File: config.mk
export PLATFORM = sky130hd
export DESIGN_NAME = adcfmt_demux
export DESIGN_NICKNAME = d
export VERILOG_FILES = /design/src/rtl/adcfmt_pkg.sv /design/src/rtl/adcfmt_encode.sv /design/src/rtl/adcfmt_phase.sv /design/src/rtl/adcfmt_steer.sv /design/src/rtl/adcfmt_demux.sv
export SDC_FILE = /design/constraint.sdc
export NUM_CORES = 1
export LEC_CHECK = 0
export BUFFER_PORTS_ARGS = -buffer_cell sky130_fd_sc_hd__buf_2
export CORE_ASPECT_RATIO = 0.9
export CORE_UTILIZATION = 35
export CTS_CLUSTER_SIZE = 28
export DETAILED_ROUTE_END_ITERATION = 16
export SLEW_MARGIN = 20
export SYNTH_ARGS = -nofsm -noshare
export SYNTH_HDL_FRONTEND = slang
export SYNTH_SLANG_ARGS = --single-unit
File: constraint.sdc
create_clock -name clk -period 2.2 [get_ports clk]
set_input_delay 0 -clock clk [delete_from_list [all_inputs] [get_ports clk]]
set_output_delay 0 -clock clk [all_outputs]
set_load 0.1 [all_outputs]
File: src/rtl/adcfmt_pkg.sv
package adcfmt_pkg;
  localparam int unsigned DEF_RAW_W  = 12;
  localparam int unsigned DEF_CODE_W = 10;

  typedef enum logic [1:0] {
    OM_FULL   = 2'd0,
    OM_SIMUL  = 2'd1,
    OM_INTER  = 2'd2,
    OM_SERIAL = 2'd3
  } out_mode_e;
endpackage

File: src/rtl/adcfmt_encode.sv
module adcfmt_encode #(
  parameter int unsigned RAW_W  = adcfmt_pkg::DEF_RAW_W,
  parameter int unsigned CODE_W = adcfmt_pkg::DEF_CODE_W
) (
  input  logic [RAW_W-1:0]  raw,
  input  logic              fmt_twos,
  output logic [CODE_W-1:0] code,
  output logic              ovf
);
  localparam int POS_FS = (1 << (CODE_W - 1)) - 1;
  localparam int NEG_FS = -(1 << (CODE_W - 1));

  // returns {overflow, offset-binary code}
  function automatic logic [CODE_W:0] sat_offset(input logic [RAW_W-1:0] r);
    int v;
    logic [CODE_W-1:0] c;
    v = int'($signed(r));
    if (v > POS_FS) return {1'b1, {CODE_W{1'b1}}};
    if (v < NEG_FS) return {1'b1, {CODE_W{1'b0}}};
    c = r[CODE_W-1:0];
    c[CODE_W-1] = ~c[CODE_W-1];
    return {1'b0, c};
  endfunction

  function automatic logic [CODE_W-1:0] to_twos(input logic [CODE_W-1:0] c);
    return {~c[CODE_W-1], c[CODE_W-2:0]};
  endfunction

  logic [CODE_W:0] sat;

  always_comb begin
    sat  = sat_offset(raw);
    ovf  = sat[CODE_W];
    code = fmt_twos ? to_twos(sat[CODE_W-1:0]) : sat[CODE_W-1:0];
  end
endmodule

File: src/rtl/adcfmt_phase.sv
module adcfmt_phase (
  input  logic       clk,
  input  logic       rst,
  input  logic [1:0] mode_sel,
  input  logic       smp_vld,
  input  logic       fmt_twos,
  output logic       mode_fr,
  output logic       mode_simul,
  output logic       mode_inter,
  output logic       mode_chg,
  output logic       slot_b,
  output logic       ph_q,
  output logic       fmt_use
);
  import adcfmt_pkg::*;

  out_mode_e mode_now;
  logic [1:0] mode_q;
  logic       fmt_q;

  always_comb begin
    mode_now   = out_mode_e'(mode_sel);
    mode_fr    = (mode_now == OM_FULL) || (mode_now == OM_SERIAL);
    mode_simul = (mode_now == OM_SIMUL);
    mode_inter = (mode_now == OM_INTER);
    mode_chg   = (mode_sel != mode_q);
    slot_b     = ph_q & ~mode_chg;
    fmt_use    = (mode_fr | ~slot_b) ? fmt_twos : fmt_q;
  end

  always_ff @(posedge clk) begin
    if (rst) begin
      mode_q <= mode_sel;
      ph_q   <= 1'b0;
      fmt_q  <= fmt_twos;
    end else begin
      mode_q <= mode_sel;
      if (mode_fr)      ph_q <= 1'b0;
      else if (smp_vld) ph_q <= ~slot_b;
      else              ph_q <= slot_b;
      if (smp_vld)      fmt_q <= fmt_use;
    end
  end
endmodule

File: src/rtl/adcfmt_steer.sv
module adcfmt_steer #(
  parameter int unsigned CODE_W = adcfmt_pkg::DEF_CODE_W
) (
  input  logic              clk,
  input  logic              rst,
  input  logic              mode_fr,
  input  logic              mode_simul,
  input  logic              mode_inter,
  input  logic              smp_vld,
  input  logic              slot_b,
  input  logic [CODE_W-1:0] code,
  input  logic              ovf,
  output logic              upd_a,
  output logic              upd_b,
  output logic [CODE_W-1:0] bus_a,
  output logic              ovf_a,
  output logic [CODE_W-1:0] bus_b,
  output logic              ovf_b,
  output logic              out_clk
);
  logic [CODE_W-1:0] pend_code;
  logic              pend_ovf;
  logic              pend_ld;

  always_comb begin
    upd_a   = smp_vld & (mode_fr | (mode_inter & ~slot_b) | (mode_simul & slot_b));
    upd_b   = smp_vld & slot_b & (mode_inter | mode_simul);
    pend_ld = smp_vld & mode_simul & ~slot_b;
  end

  always_ff @(posedge clk) begin
    if (rst) begin
      bus_a     <= '0;
      ovf_a     <= 1'b0;
      bus_b     <= '0;
      ovf_b     <= 1'b0;
      pend_code <= '0;
      pend_ovf  <= 1'b0;
      out_clk   <= 1'b0;
    end else begin
      if (pend_ld) begin
        pend_code <= code;
        pend_ovf  <= ovf;
      end
      if (upd_a) begin
        bus_a <= mode_simul ? pend_code : code;
        ovf_a <= mode_simul ? pend_ovf  : ovf;
      end
      if (upd_b) begin
        bus_b <= code;
        ovf_b <= ovf;
      end
      if (mode_fr)      out_clk <= smp_vld;
      else if (smp_vld) out_clk <= mode_inter ? ~slot_b : slot_b;
    end
  end
endmodule

File: src/rtl/adcfmt_demux.sv
module adcfmt_demux #(
  parameter int unsigned RAW_W  = adcfmt_pkg::DEF_RAW_W,
  parameter int unsigned CODE_W = adcfmt_pkg::DEF_CODE_W
) (
  input  logic              clk,
  input  logic              rst,
  input  logic              smp_vld,
  input  logic [RAW_W-1:0]  smp_raw,
  input  logic [1:0]        mode_sel,
  input  logic              fmt_twos,
  output logic [CODE_W-1:0] bus_a,
  output logic              ovf_a,
  output logic [CODE_W-1:0] bus_b,
  output logic              ovf_b,
  output logic              out_clk
);
  logic mode_fr, mode_simul, mode_inter, mode_chg;
  logic slot_b, ph_q, fmt_use;
  logic [CODE_W-1:0] enc_code;
  logic enc_ovf;
  logic upd_a, upd_b;

  adcfmt_phase u_phase (
    .clk(clk), .rst(rst), .mode_sel(mode_sel), .smp_vld(smp_vld),
    .fmt_twos(fmt_twos), .mode_fr(mode_fr), .mode_simul(mode_simul),
    .mode_inter(mode_inter), .mode_chg(mode_chg), .slot_b(slot_b),
    .ph_q(ph_q), .fmt_use(fmt_use)
  );

  adcfmt_encode #(.RAW_W(RAW_W), .CODE_W(CODE_W)) u_enc (
    .raw(smp_raw), .fmt_twos(fmt_use), .code(enc_code), .ovf(enc_ovf)
  );

  adcfmt_steer #(.CODE_W(CODE_W)) u_steer (
    .clk(clk), .rst(rst), .mode_fr(mode_fr), .mode_simul(mode_simul),
    .mode_inter(mode_inter), .smp_vld(smp_vld), .slot_b(slot_b),
    .code(enc_code), .ovf(enc_ovf), .upd_a(upd_a), .upd_b(upd_b),
    .bus_a(bus_a), .ovf_a(ovf_a), .bus_b(bus_b), .ovf_b(ovf_b),
    .out_clk(out_clk)
  );
endmodule

==> results of run 1 <==
-- flip-flops by register name, summed over array words and instances (netlist names) --
signal             flops
u_phase.ph_q           1
u_steer.ovf_b          1
u_steer.bus_a         10
u_steer.bus_b         10
u_steer.pend_code     10
u_steer.ovf_a          1
u_steer.out_clk        1
u_phase.mode_q         2
u_phase.fmt_q          1
u_steer.pend_ovf       1
-- layer usage --
metal,GRT usage,vias to the layer above
met5,0,-
met4,0.0449,0
met3,0.0530,4
met2,0.219,28
met1,0.205,628
li1,-,753
-- repair_timing --
item	in CTS	in global routing
buffers inserted	0	0
hold buffers	2	0
gates resized for setup	0	0
endpoints found under the hold margin	2	0
-- cells by family (layout without fill, tap and decap cells) --
family,after synthesis,after routing,share of synthesized area
adder cells (fa/ha/maj),4,4,0.0286
multiplexers,20,20,0.115
flip-flops,38,38,0.440
AO/OA/AOI/OAI,42,42,0.173
XOR/XNOR,2,2,0.0186
buffers and inverters,18,58,0.0486
AND/OR/NAND/NOR,69,69,0.176
-- final cells by class --
class,instances,area (um2),area share
Sequential cell,38,771,0.368
Clock buffer,7,76.3,0.0365
Multi-Input combinational cell,137,896,0.428
Tap cell,65,81.3,0.0389
Timing Repair Buffer,46,250,0.120
Inverter,5,18.8,0.00897
-- power by group through the flow --
stage / registers [W] / clock network (W) / logic (W)
floorplan: 0.000913 / 0 / 0.000144
global placement: 0.000760 / 0 / 0.000367
detailed placement: 0.000761 / 0 / 0.000369
CTS: 0.000745 / 0.000463 / 0.000373
global route: 0.000749 / 0.000493 / 0.000396
finish: 0.000744 / 0.000443 / 0.000371
-- cell usage in the layout (no fill, tap or decap), drive strengths merged, types with 2 or more instances in the layout --
| master | count |
|---|---|
| dlygate4sd3 | 2 |
| nand2 | 23 |
| a21oi | 12 |
| a21o | 8 |
| mux2i | 19 |
| nand2b | 4 |
| nor2 | 26 |
| buf | 44 |
| dfxtp | 37 |
| ha | 4 |
| xnor2 | 2 |
| a211oi | 12 |
| nor2b | 4 |
| nor3 | 3 |
| inv | 5 |
| nand4 | 2 |
| clkbuf | 7 |
-- worst max-delay path, stage by stage --
cell,delay (ns)
dlygate4sd3_1,0.53
buf_2,0.15
xnor2_2,0.29
nand3_1,0.19
ha_1,0.23
o21a_1,0.17
a41o_2,0.38
nand4b_1,0.15
o221ai_1,0.11
-- path summary, 6_finish.rpt --
check,depth (start not counted),from,end,slack [ns]
setup / recovery,9,mode_sel[1],u_steer.bus_a[9],0.15
hold / removal,2,rst,u_phase.fmt_q,0.03
setup reg to reg,7,u_phase.mode_q[0],u_steer.bus_a[9],0.24
hold reg to reg,2,u_steer.ovf_b,u_steer.ovf_b,0.45
-- through the flow --
step / worst slack [ns] / total power [W]
floorplan: 0.413 / 0.00106
global placement: 0.318 / 0.00113
detailed placement: 0.229 / 0.00113
CTS: 0.140 / 0.00158
global route: 0.0166 / 0.00164
finish: 0.148 / 0.00156
==> impl_results.md, run 1 <==
- Tcrit/Tclk final: 0.933
- Top cell type's share of synthesized area: 0.423
- Core area: 4830 um2
- Die width: 76.6 um
- Max-slew violation count: 0
- GRT Total Usage: 0.150
- Ports: 41
- Worst-skew pair later-pin latency: 0.28 ns
- Switching Share: 0.331
- Initial DRC Count: 60
- WS Path Type: input port to flip-flop
- Final instance area: 2090 um2
- Vias/cell: 4.74
- Die area: 5290 um2
- Detail Route met2 WL: 1640 um
- Sequential power share: 0.478
- Area Overhead vs Synth: 19.5%
- Max Fclk: 0.487 GHz
- Async SR Flop Fraction: 0
- # setup viols final: 0
- First-pass GRT wire length: 6070 um
- Remaining antenna violation count after routing: 0
- Post-Syn Instances: 193
- N_diodes: 0
- H-tree depth: 2
- Startpoint type of the worst setup path: input port
- Top sig layer: met4
- Status: complete, no violations
- Clock power share: 0.284
- Share of layout cells above drive strength 1: 0.249
- Root Driver: clkbuf_8
- TritonCTS clock tree: yes
- Worst Max-Slew Pin Slew: 0.490 ns
- Final Util: 0.433
- Largest net degree at the start of global routing: 38
- CTS max path bufs: 2
- #FFs+latches synth: 38
- Synth top cells by count: dfxtp_1 (37), nor2_1 (26), nand2_1 (23)
- Worst Clk Skew: 0.00288 ns
- Switch Pwr: 0.000516 W
- Peak supply drop: 0.379 mV
- Synth top area cells: dfxtp_1 (42%), mux2i_1 (11%), nor2_1 (5.6%), nand2_1 (4.9%), a211oi_1 (4.7%)
- P_int: 0.00104 W
- PwrDens: 744 nW/um2
- TritonCTS Buffers: 5
- Routed WL: 3780 um
- Synthesized Nets: 215
- CP max FO: 23
- Worst Hold Slack: 0.0344 ns
- Max cap viols: 0
- Count leader, synth: dfxtp_1
- Final Hold Viols: 0
- Dominant synthesized flop cell: dfxtp_1
- Worst-path clk slew: 0.07 ns
- Met3 wire length: 168 um
- IO buf count: 40
- DRC: 0
- Synth area leader: dfxtp_1
- CP endpoint kind: flip-flop
- Placed cell count: 289
- Core Rows: 24
- Number of global-route vias before repair: 1226
- Met1 wire length: 1940 um
- RePlAce Congestion: 0.768
- Cell Area, Placed: 2000 um2
- Seq/Total Area, Yosys: 0.440
- Number of enable flip-flop cells after synthesis: 1
- Hold Path Class: input port to flip-flop
- Routed vias: 1413
- Leakage power total: 0.907 nW
- WL/cell: 12.7 um
- Chip Height: 69.1 um
- Setup TNS: 0 ns
- Synth Warn #: 0
- Grt ovf: 0
- DRT Pass-1 Iters: 4
- HPWL Detailed: 2600 um
- Initial antenna violation count: 0
- Max-Slew Margin vs Limit: 0.676
- Synth Cell Area: 1750 um2
- RSZ-0062 raised after global routing: no
- Fin nets: 255
- Initial Util: 0.362
- Post-layout min period: 2.05 ns
- Synth unique cells: 39
- CTS sink count: 38
- # fillers: 511
- Comb pwr share: 0.238
- Mapped Avg Cell Area: 9.08 um2
- CP Data Arrival Time: 2.20 ns
- Layout Cells excl Fill: 298
- Req. time, crit path: 2.35 ns
Note: power is estimated with default switching activity, not from simulation.
==> inputs of run 2 (changes only) <==
- HOLD_SLACK_MARGIN: unset -> 0.15
- REMOVE_ABC_BUFFERS: unset -> 1
==> impl_results.md, run 2 (same netlist as run 1, synthesis figures left out) <==
- Status: complete, no violations (unchanged)
- RSZ-0062 raised after global routing: no (unchanged)
- Root Driver: clkbuf_8 (unchanged)
- Placed cell count: 290 (was 289)
- Area of the multi-input gates: 918 um2 (was 896 um2)
- CP max FO: 6 (was 23)
- Register area: 771 um2 (unchanged)
- Leakage power total: 0.977 nW (was 0.907 nW)
- Max Fclk: 0.489 GHz (was 0.487 GHz)
- RePlAce Congestion: 0.682 (was 0.768)
- Initial Util: 0.362 (unchanged)
- Routed WL: 3900 um (was 3780 um)
- Critical path's slowest cell: dlygate4sd3_1 (unchanged)
- Top Registers: u_steer.bus_a x10, u_steer.bus_b x10, u_steer.pend_code x10 (unchanged)
- CP Data Arrival Time: 2.22 ns (was 2.20 ns)
- Die width: 76.6 um (unchanged)
- Worst Max-Slew Pin Slew: 0.492 ns (was 0.490 ns)
- Vias/cell: 4.75 (was 4.74)
- First-pass GRT wire length: 6390 um (was 6070 um)
- CTS sink count: 38 (unchanged)
- Hold Path Class: input port to flip-flop (unchanged)
- Commonest cells after routing, fill and taps aside: buf_2 (40), dfxtp_1 (37), nor2_1 (26) (unchanged)
- Layout Cells excl Fill: 312 (was 298)
- Core Rows: 24 (unchanged)
- Req. time, crit path: 2.38 ns (was 2.35 ns)
- Worst Hold Slack: 0.182 ns (was 0.0344 ns)
- PwrDens: 720 nW/um2 (was 744 nW/um2)
- CTS max path bufs: 2 (unchanged)
- TritonCTS clock tree: yes (unchanged)
- Max cap viols: 0 (unchanged)
- Worst-skew pair later-pin latency: 0.29 ns (was 0.28 ns)
- DRT Pass-1 Iters: 4 (unchanged)
- H-tree depth: 2 (unchanged)
- # fillers: 513 (was 511)
- IO buf count: 40 (unchanged)
- Largest delay share family, worst path: buffers and inverters (unchanged)
- Most used cell, CP: dlygate4sd3_1
- Initial antenna violation count: 0 (unchanged)
- Number of global-route vias before repair: 1345 (was 1226)
- GRT Total Usage: 0.155 (was 0.150)
- Max-Slew Margin vs Limit: 0.674 (was 0.676)
- Most common cell after layout, fill and taps aside: buf_2 (unchanged)
- Tcrit/Tclk final: 0.929 (was 0.933)
- Chip Height: 69.1 um (unchanged)
- N_diodes: 0 (unchanged)
- Crit path cell chain: dlygate4sd3_1 > buf_2 > xnor2_4 > nand3_1 > ha_1 > inv_1 > o21ai_0 > a21oi_1 > dlygate4sd3_1 (was dlygate4sd3_1 > buf_2 > xnor2_2 > nand3_1 > ha_1 > o21a_1 > a41o_2 > nand4b_1 > o221ai_1)
- Initial DRC Count: 63 (was 60)
- Startpoint type of the worst setup path: input port (unchanged)
- CP endpoint kind: flip-flop (unchanged)
- Remaining antenna violation count after routing: 0 (unchanged)
- Buffers and inverters on the worst path: 4 (was 2)
- Peak supply drop: 0.317 mV (was 0.379 mV)
- HPWL Detailed: 2620 um (was 2600 um)
- DRC: 0 (unchanged)
- Slowest stage delay, CP: 0.56 ns (was 0.53 ns)
- TritonCTS Buffers: 5 (unchanged)
- Area Overhead vs Synth: 28.9% (was 19.5%)
- Worst-path clk slew: 0.07 ns (about the same)
- Post-layout min period: 2.04 ns (was 2.05 ns)
- Final Hold Viols: 0 (unchanged)
- Largest net degree at the start of global routing: 27 (was 38)
- Core area: 4830 um2 (unchanged)
- WS Path Type: input port to flip-flop (unchanged)
- Routed vias: 1481 (was 1413)
- Fin nets: 268 (was 255)
- Share of layout cells above drive strength 1: 0.247 (was 0.249)
- Die area: 5290 um2 (unchanged)
- # setup viols final: 0 (unchanged)
- Setup TNS: 0 ns (unchanged)
- Grt ovf: 0 (unchanged)
- Worst Clk Skew: 0.00660 ns (was 0.00288 ns)
- WL/cell: 12.5 um (was 12.7 um)
- Max-slew violation count: 0 (unchanged)
- Ports: 41 (unchanged)
## run 2: cell types whose count changed in the layout (fill, tap and decap cells not counted), sizes merged
| cell | previous run | this run |
|---|---|---|
| buf | 44 | 45 |
| clkinv | 0 | 1 |
| dlygate4sd3 | 2 | 14 |
## run 2: worst register-to-register path: stages (launching register included)
cell and delay, ns:
dfxtp_1 0.35, xnor2_4 0.24, nand3_1 0.15, ha_1 0.30, inv_1 0.03, o21ai_0 0.16
a21oi_1 0.08, dlygate4sd3_1 0.56
## run 2: through the flow
| stage | util | total power, W | setup slack (ns) | instance area, um2 |
|---|---|---|---|---|
| 6_report | 0.467 | 0.00163 | 0.157 | 2260 |
| 5_1_grt | 0.467 | 0.00171 | 0.0162 | 2260 |
| 4_1_cts | 0.462 | 0.00164 | 0.0776 | 2240 |
| 3_5_place_dp | 0.415 | 0.00113 | 0.251 | 2000 |
| 3_3_place_gp | 0.415 | 0.00113 | 0.306 | 2000 |
| 2_1_floorplan | - | 0.00104 | 0.423 | 1690 |
## run 2: path summary, 6_finish.rpt
path,from,to,slack [ns],depth (start not counted)
max,mode_sel[1],u_steer.out_clk,0.16,9
min,smp_raw[10],u_steer.bus_b[8],0.18,5
max reg2reg,u_phase.mode_q[0],u_steer.out_clk,0.21,7
min reg2reg,u_steer.bus_b[6],u_steer.bus_b[6],0.45,2
## run 2: timing repair
action	4_1_cts	5_1_grt
hold buffers	14	0
endpoints found under the setup margin	0	1
resized for setup	0	2
buffers inserted	0	0
hold endpoints to repair	24	0
## run 2: per-layer routing
metal	vias to the layer above	GRT usage	routed length, um
met5	-	0	0
met3	6	0.0543	157
met1	667	0.200	1960
met4	0	0.0449	34
li1	773	-	-
met2	35	0.242	1750
## run 2: power by group
group          switching, W  total, W  internal (W)  leakage [nW]
sequential        0.0000199  0.000746      0.000726         0.313
clock              0.000235  0.000488      0.000253        0.0482
combinational      0.000276  0.000392      0.000116         0.616
## run 2: cell type report
type / count / area share
Clock buffer: 7 / 0.0382
Clock inverter: 1 / 0.00222
Inverter: 5 / 0.00831
Multi-Input combinational cell: 137 / 0.407
Sequential cell: 38 / 0.341
Tap cell: 65 / 0.0360
Timing Repair Buffer: 59 / 0.167
